`config.mk`:
```
export PLATFORM = sky130hd
export DESIGN_NAME = gate_handoff_seq
export DESIGN_NICKNAME = d
export VERILOG_FILES = /design/src/rtl/gate_handoff_pkg.sv /design/src/rtl/gate_dwell_timer.sv /design/src/rtl/gate_handoff_fsm.sv /design/src/rtl/gate_handoff_seq.sv
export SDC_FILE = /design/constraint.sdc
export NUM_CORES = 1
export LEC_CHECK = 0
export BUFFER_PORTS_ARGS = -buffer_cell sky130_fd_sc_hd__buf_4
export CAP_MARGIN = 5
export CELL_PAD_IN_SITES_DETAIL_PLACEMENT = 1
export CELL_PAD_IN_SITES_GLOBAL_PLACEMENT = 1
export CORE_AREA = 2 2 40 51
export DETAILED_ROUTE_END_ITERATION = 6
export DIE_AREA = 0 0 42 53
export GPL_ROUTABILITY_DRIVEN = 0
export PLACE_DENSITY = 0.66
export SKIP_LAST_GASP = 1
export SYNTH_ARGS = -nofsm -noshare
export SYNTH_HDL_FRONTEND = slang
export SYNTH_HIERARCHICAL = 1
export SYNTH_SLANG_ARGS = --single-unit
```
`constraint.sdc`:
```
create_clock -name clk -period 2.5 [get_ports clk]
set_clock_uncertainty 0.2 [all_clocks]
set_input_delay 0.5 -clock clk [delete_from_list [all_inputs] [get_ports clk]]
set_output_delay 0.5 -clock clk [all_outputs]
set_load 0.01 [all_outputs]
```
`src/rtl/gate_handoff_pkg.sv`:
```
package gate_handoff_pkg;
  typedef enum logic [2:0] {
    ST_IDLE    = 3'd0,
    ST_WAIT_LG = 3'd1,
    ST_HS      = 3'd2,
    ST_WAIT_PH = 3'd3,
    ST_LS      = 3'd4
  } seq_state_t;
endpackage

```
`src/rtl/gate_dwell_timer.sv`:
```
module gate_dwell_timer #(
  parameter int CNT_W = 6,
  parameter int LIM_A = 16,
  parameter int LIM_B = 16
) (
  input  logic clk,
  input  logic rst_n,
  input  logic restart,
  output logic hit_a,
  output logic hit_b
);
  localparam logic [CNT_W-1:0] CNT_MAX = {CNT_W{1'b1}};
  localparam logic [CNT_W-1:0] TGT_A   = CNT_W'(LIM_A - 1);
  localparam logic [CNT_W-1:0] TGT_B   = CNT_W'(LIM_B - 1);

  logic [CNT_W-1:0] cnt_q;

  // Cycles spent in the current state; saturates rather than wrapping.
  always_ff @(posedge clk or negedge rst_n) begin
    if (!rst_n)               cnt_q <= '0;
    else if (restart)         cnt_q <= '0;
    else if (cnt_q != CNT_MAX) cnt_q <= cnt_q + 1'b1;
  end

  assign hit_a = (cnt_q == TGT_A);
  assign hit_b = (cnt_q == TGT_B);
endmodule

```
`src/rtl/gate_handoff_fsm.sv`:
```
module gate_handoff_fsm
  import gate_handoff_pkg::*;
(
  input  logic       clk,
  input  logic       rst_n,
  input  logic       pwm_req,
  input  logic       phase_low,
  input  logic       lsg_low,
  input  logic       kill,
  input  logic       wd_hit,
  input  logic       on_hit,
  output seq_state_t state,
  output logic       restart
);
  seq_state_t state_q, state_d;
  logic       capped_q, capped_d;

  always_comb begin
    state_d  = state_q;
    capped_d = capped_q & pwm_req;
    if (kill) begin
      state_d  = ST_IDLE;
      capped_d = 1'b0;
    end else begin
      unique case (state_q)
        ST_IDLE:    state_d = pwm_req ? ST_WAIT_LG : ST_WAIT_PH;
        ST_WAIT_LG: if (lsg_low) state_d = ST_HS;
        ST_HS: begin
          if (!pwm_req) begin
            state_d = ST_WAIT_PH;
          end else if (on_hit) begin
            state_d  = ST_WAIT_PH;
            capped_d = 1'b1;
          end
        end
        ST_WAIT_PH: if (phase_low || wd_hit) state_d = ST_LS;
        ST_LS:      if (pwm_req && !capped_q) state_d = ST_WAIT_LG;
        default:    state_d = ST_IDLE;
      endcase
    end
  end

  always_ff @(posedge clk or negedge rst_n) begin
    if (!rst_n) begin
      state_q  <= ST_IDLE;
      capped_q <= 1'b0;
    end else begin
      state_q  <= state_d;
      capped_q <= capped_d;
    end
  end

  assign state   = state_q;
  assign restart = (state_d != state_q);
endmodule

```
`src/rtl/gate_handoff_seq.sv`:
```
module gate_handoff_seq
  import gate_handoff_pkg::*;
#(
  parameter int PERIOD_CYC   = 20,
  parameter int MAX_DUTY_PCT = 80,
  parameter int WD_CYC       = 16
) (
  input  logic clk,
  input  logic rst_n,
  input  logic pwm_req,
  input  logic phase_low,
  input  logic lsg_low,
  input  logic kill,
  output logic hs_en,
  output logic ls_en
);
  localparam int MAX_ON  = (PERIOD_CYC * MAX_DUTY_PCT) / 100;
  localparam int LONGEST = (MAX_ON > WD_CYC) ? MAX_ON : WD_CYC;
  localparam int CNT_W   = $clog2(LONGEST + 1) + 1;

  seq_state_t state;
  logic       restart, wd_hit, on_hit;

  gate_dwell_timer #(
    .CNT_W(CNT_W),
    .LIM_A(WD_CYC),
    .LIM_B(MAX_ON)
  ) u_timer (
    .clk    (clk),
    .rst_n  (rst_n),
    .restart(restart),
    .hit_a  (wd_hit),
    .hit_b  (on_hit)
  );

  gate_handoff_fsm u_fsm (
    .clk      (clk),
    .rst_n    (rst_n),
    .pwm_req  (pwm_req),
    .phase_low(phase_low),
    .lsg_low  (lsg_low),
    .kill     (kill),
    .wd_hit   (wd_hit),
    .on_hit   (on_hit),
    .state    (state),
    .restart  (restart)
  );

  // Kill gates both enables without waiting for a clock edge.
  assign hs_en = (state == ST_HS) && !kill;
  assign ls_en = (state == ST_LS) && !kill;
endmodule

```
# Yosys cells after proc, flatten, opt, wreduce, memory -nomap -nowiden
# Cells that the tools add are included.
[word_totals] ff_bits=10 inputBits=6 out_inout_bits=2 elab_cells=34
[op_classes] add_sub_neg=1 n_eq_ne=7 mux=14 bitwise_logic=1 reduce_logical=8
[ops] operator="$mux 3" n=6
[ops] operator="$pmux 3 s5" n=1
[ops] operator="$mux 6" n=2
[ops] operator="$add 6x1->6 const B" n=1
[ops] operator="$eq 3x2->1 const B" n=2
[ops] operator="$eq 6x4->1 const B" n=1
[ops] operator="$ne 6x6->1 const B" n=1
[ops] operator="$mux 1" n=4
[ops] operator="$eq 3x1->1 const B" n=1
[ops] operator="$eq 3x3->1 const B" n=1
[ops] operator="$logic_and 1x1->1" n=3
[ops] operator="$logic_not 3->1" n=1
[ops] operator="$ne 3x3->1" n=1
[ops] operator="$logic_not 1->1" n=2
[ops] operator="$mux 2" n=1
[ops] operator="$reduce_bool 2->1" n=1
[ops] operator="$and 1x1->1" n=1
[ops] operator="$logic_or 1x1->1" n=1

# Logic depth before layout (Yosys ltp)
[depth] depth_word=7 mapped_depth=10 mapped_depth_nobuf=9

# Cells and area by module
# The synthesis kept the hierarchy.
[by_module_without_submodules] mod="gate_handoff_fsm" n_inst=1 cells_per_inst=34 area_each_um2=327.8 seq_area_each_um2=100.1
[by_module_without_submodules] mod="gate_dwell_timer" n_inst=1 cells_per_inst=31 area_each_um2=309.0 seq_area_each_um2=150.1
[by_module_without_submodules] mod="gate_handoff_seq" n_inst=1 cells_per_inst=2 area_each_um2=17.5 seq_area_each_um2=0.0

# Least setup slack after synthesis
# OpenSTA, ideal clock, no wires.
[synth_path] path_type="reg-to-reg" start="reg u_timer.cnt_q[0]" end="reg u_timer.cnt_q[2]" setup_ns=0.082 t_arrival_ns=2.066 t_required_ns=2.218 setup_slack_ns=0.152 stages_incl_launch_ff=10 path_buffers=0 synth_period_minus_slack_ns=2.348 path_cell_list="dfrtp_1 > ha_1 > nand3_1 > nor3_1 > o211a_1 > a2111oi_4 > xnor2_1 > nand3_1 > o21bai_1 > a31oi_1"
[synth_via] elab_chain_cells=7 word_cells_on_any_way=13 classes_between="add/sub (1); eq/ne (3); mux (7); reduce/logical (2)"
[synth_rtl] item="from (decl)" line="gate_dwell_timer.sv:16" rtl="logic [CNT_W-1:0] cnt_q;"
[synth_rtl] item="from (signal assigned)" line="gate_dwell_timer.sv:22" rtl="else if (cnt_q != CNT_MAX) cnt_q <= cnt_q + 1'b1;"
[synth_rtl] item="$eq 6x4->1 *" line="gate_dwell_timer.sv:25" rtl="assign hit_a = (cnt_q == TGT_A);"
[synth_rtl] item="via wd_hit" line="gate_handoff_seq.sv:22" rtl="logic restart, wd_hit, on_hit;"
[synth_rtl] item="$mux 3 / $logic_or 1x1->1 (equally long branches)" line="gate_handoff_fsm.sv:31, gate_handoff_fsm.sv:36"
[synth_rtl] item="$mux 3 (on tied branches)" line="gate_handoff_fsm.sv:29, gate_handoff_fsm.sv:36"
[synth_rtl] item="$pmux 3 s5 *" line="gate_handoff_fsm.sv:25" rtl="unique case (state_q)"
[synth_rtl] item="$mux 3 *" line="gate_handoff_fsm.sv:21" rtl="if (kill) begin"
[synth_rtl] item="via u_fsm.state_d[1]" line="gate_handoff_fsm.sv:15" rtl="seq_state_t state_q, state_d;"
[synth_rtl] item="$ne 3x3->1 *" line="gate_handoff_fsm.sv:54" rtl="assign restart = (state_d != state_q);"
[synth_rtl] item="via restart" line="gate_handoff_seq.sv:22"
[synth_rtl] item="$mux 6 / $reduce_bool 2->1 (equally long branches)"
# Mark *: on every way through the listed nets, which the timed path passes. The rest lies on a longest branch. The select of a mux whose other input is x is not followed.
# A chain may end at the register's enable or synchronous reset.

# Worst setup path after layout
# Same ends and word-level chain as after synthesis.

==> results.txt <==
----------------------------------------------------
[Outcome]
  Result of the run ... finished clean

[Clock tree]
  Register clock-pin slew on the reported worst setup and hold paths ... 80 ps
  CTS tree ... yes
  CTS buffer count ... 3
  Number of buffers between clock root and the deepest sink ... 2
  Deepest level of the CTS H-tree ... 1
  Clock insertion delay at the later pin of the skew report ... 270 ps
  Sink count of the clock tree ... 10
  CTS Root Buffer Type ... sky130_fd_sc_hd__clkbuf_4

[Yosys]
  Post-synthesis share of cell area spent on full adders, half adders and majority gates ... 1.912%
  Multiplexer fraction of the synthesized cell area ... 1.530%
  Number of synthesized register bits ... 10
  Synth Area in Compound Gates ... 25.81%
  Syn nets ... 74
  Combinational family with the most area after synthesis ... simple AND/OR/NAND/NOR gates
  Number of warnings issued by yosys ... 6
  Synthesized area per cell ... 9.767 um^2
  Distinct cell type count of the synthesized netlist ... 33
  Number of instances in the synthesized netlist ... 67
  Cell area after synthesis ... 654.4 um^2
  Area share of and/or/nand/nor cells after synthesis ... 26.00%
  Xor-xnor portion of the synthesized cell area ... 1.338%
  Portion of the post-synthesis area used by sequential elements ... 38.24%

[Floorplanning]
  Starting density of the core ... 37.98%
  Core Footprint ... 0.001723 mm^2
  Die Wd ... 42 um
  Area of the die ... 0.002226 mm^2
  Count of standard-cell rows ... 17
  Number of primary I/O pins ... 8
  Die outline height ... 53 um

[Timing]
  Peak Freq ... 425.4 MHz
  Max Slew Vio Count ... 0
  Fin crit period ... 2351 ps
  Relative max-transition margin ... 71.17%
  Final number of hold-violating endpoints ... 0
  RSZ-0062 raised after global routing ... no
  Slew of the pin with the lowest slew margin ... 429.1 ps
  Crit share post-route ... 94.02%
  Total of endpoints with negative setup slack in the final report ... 0
  Setup TNS ... 0 ps
  Worst hold slack ... 250.6 ps

[Worst setup path]
  Crit path launch type ... flop
  Endpoint required time on the critical path ... 2490 ps
  Data arrival at the endpoint of the critical path ... 2340 ps
  Category of the worst setup path capture point ... flop
  Type of the worst setup path ... flop to flop
  Max FO, Critical Path ... 6

[Detailed routing]
  Initial DRC Count ... 6
  Vias per Instance ... 6.037
  Remaining number of nets flagged by the antenna check after routing ... 0
  Total via count after detailed routing ... 646
  Count of unresolved DRC violations after routing ... 0
  Total Wirelength ... 1.822 mm
  Routed length per placed instance ... 17.03 um
  First drt pass iteration count ... 4

[Power and ir drop]
  Leakage component of the power ... 0.3769 nW
  Peak ir drop on the vdd network ... 0.3402 mV
  Power density relative to cell area ... 539.5 mW/mm^2

[Global routing]
  Pin count of the biggest net entering global routing ... 11
  Residual overflow from global routing ... 0
  Initial antenna violation count ... 0
  Aggregate global-route resource usage ... 18.79%
  Global-route wire length before repair ... 3.063 mm
  Number of global-route vias before repair ... 656

[Final layout]
  Number of antenna cells inserted ... 0
  Fraction of layout cells with a size suffix above 1 ... 32.95%
  Final net count ... 96
  Area Growth Syn to Fin ... 30.40%

[Place]
  Count of buffers from port buffering ... 7
  Placed wire-length estimate ... 1.355 mm

[Flow run]
  Max-cap violation count ... 0

[Hold path]
  Path type of the worst min-delay path ... input pin to flop

----------------------------------------------------
metal layers:
| metal | part of all wire [%] | up-vias | global-route usage (%) |
|---|---|---|---|
| met2 | 54 | 13 | 37.76 |
| li1 | - | 303 | - |
| met1 | 42 | 325 | 18.74 |
| met4 | 1.7 | 0 | 9.677 |
| met5 | 0 | - | 0 |
| met3 | 2.2 | 5 | 2.048 |
layout by cell type (no fill, tap or decap), drive strengths merged, types with 3 or more instances in the layout:
cell and n:
dfrtp 10, nand2 3, clkbuf 4, a31oi 3, nor2 6, nand3 3, nor3b 4, o21ai 3
buf 21, nor3 4
sequential cells by signal (all words and copies together) (netlist names):
name	flops
u_fsm/state	3
u_fsm/capped_q	1
u_timer/cnt_q	6
power by group:
| part | switching [W] | internal, W |
|---|---|---|
| clock network | 0.0000628 | 0.0000885 |
| logic | 0.0000604 | 0.0000618 |
| registers | 0.0000141 | 0.000173 |
| total | 0.000137 | 0.000323 |
kinds of logic after synthesis:
group	Yosys count
compound gates	20
xor+xnor	1
fa+ha+maj	1
buf+inv	5
flops	10
mux	1
simple gates	29
layout make-up:
type / count / area [um^2]
tap: 19 / 23.77
clock buffer: 4 / 36.28
multi-input combinational: 52 / 375.4
sequential: 10 / 250.2
timing repair buffer: 22 / 167.7
fill: 222 / 869.6
synthesized netlist by cell type (all sizes together):
cell type / count / area share (%)
nor3b: 4 / 4.6
and3: 1 / 1.1
o21bai: 2 / 2.3
a21oi: 2 / 1.5
nor3: 4 / 3.1
xnor2: 1 / 1.3
o31a: 1 / 1.3
a2111oi: 2 / 6.5
a211oi: 2 / 2.3
nor4bb: 1 / 1.5
o211a: 1 / 1.5
clkbuf: 1 / 0.76
o21ai: 3 / 2.3
nor2: 6 / 3.4
dfrtp: 10 / 38
a221oi: 1 / 1.3
a311oi: 2 / 2.7
or2: 1 / 0.96
a31oi: 3 / 2.9
and4: 1 / 1.3
mux2i: 1 / 1.5
or3b: 1 / 1.3
nor2b: 1 / 0.96
nand4: 1 / 0.96
nand3: 3 / 2.3
nor4b: 2 / 2.7
a21boi: 1 / 1.1
nand2: 3 / 1.7
buf: 4 / 4.4
ha: 1 / 1.9
path summary, 6_finish.rpt:
| path | from | to | slack [ps] | depth (start not counted) |
|---|---|---|---|---|
| setup reg to reg | u_timer/cnt_q[0]$_DFFE_PN0P_ | u_timer/cnt_q[2]$_DFFE_PN0P_ | 150 | 9 |
| hold reg to reg | u_fsm/state[2]$_DFF_PN0_ | u_fsm/state[0]$_DFF_PN0_ | 420 | 1 |
| max in group asynchronous | rst_n | u_fsm/state[0]$_DFF_PN0_ | 1560 | 2 |
| min in group asynchronous | rst_n | u_fsm/state[2]$_DFF_PN0_ | 380 | 2 |
| hold / removal | kill | u_fsm/state[2]$_DFF_PN0_ | 250 | 2 |
| setup / recovery | u_timer/cnt_q[0]$_DFFE_PN0P_ | u_timer/cnt_q[2]$_DFFE_PN0P_ | 150 | 9 |
worst max-delay path: stages, from the launching register on:
cell                        delay, ps
sky130_fd_sc_hd__dfrtp_1          390
sky130_fd_sc_hd__ha_1             210
sky130_fd_sc_hd__nand3_1          100
sky130_fd_sc_hd__nor3_1           100
sky130_fd_sc_hd__o211a_1          270
sky130_fd_sc_hd__a2111oi_4        320
sky130_fd_sc_hd__xnor2_1          170
sky130_fd_sc_hd__nand3_2          160
sky130_fd_sc_hd__o21bai_1         200
sky130_fd_sc_hd__a31oi_1          140
timing repair:
| item | 4_1_cts | 5_1_grt |
|---|---|---|
| endpoints found under the hold margin | 10 | 0 |
| resized for setup | 0 | 1 |
| setup buffers | 0 | 1 |
| endpoints found under the setup margin | 0 | 5 |
| hold buffers | 1 | 0 |
through the flow:
step                utilization, %  std cells  setup WS (ps)   power, W  instance area (um^2)
finish                       49.53        107          149.5  0.0004604                 853.3
global route                 49.53        107          17.65  0.0004856                 853.3
detailed placement           46.11        101          68.41  0.0003024                 794.5
floorplan                        -         67          152.5  0.0002539                 654.4
CTS                          48.80        106          42.09  0.0004529                 840.8
global placement             46.11        101          125.0  0.0002978                 794.5
Power figures use the tool's default switching activity.
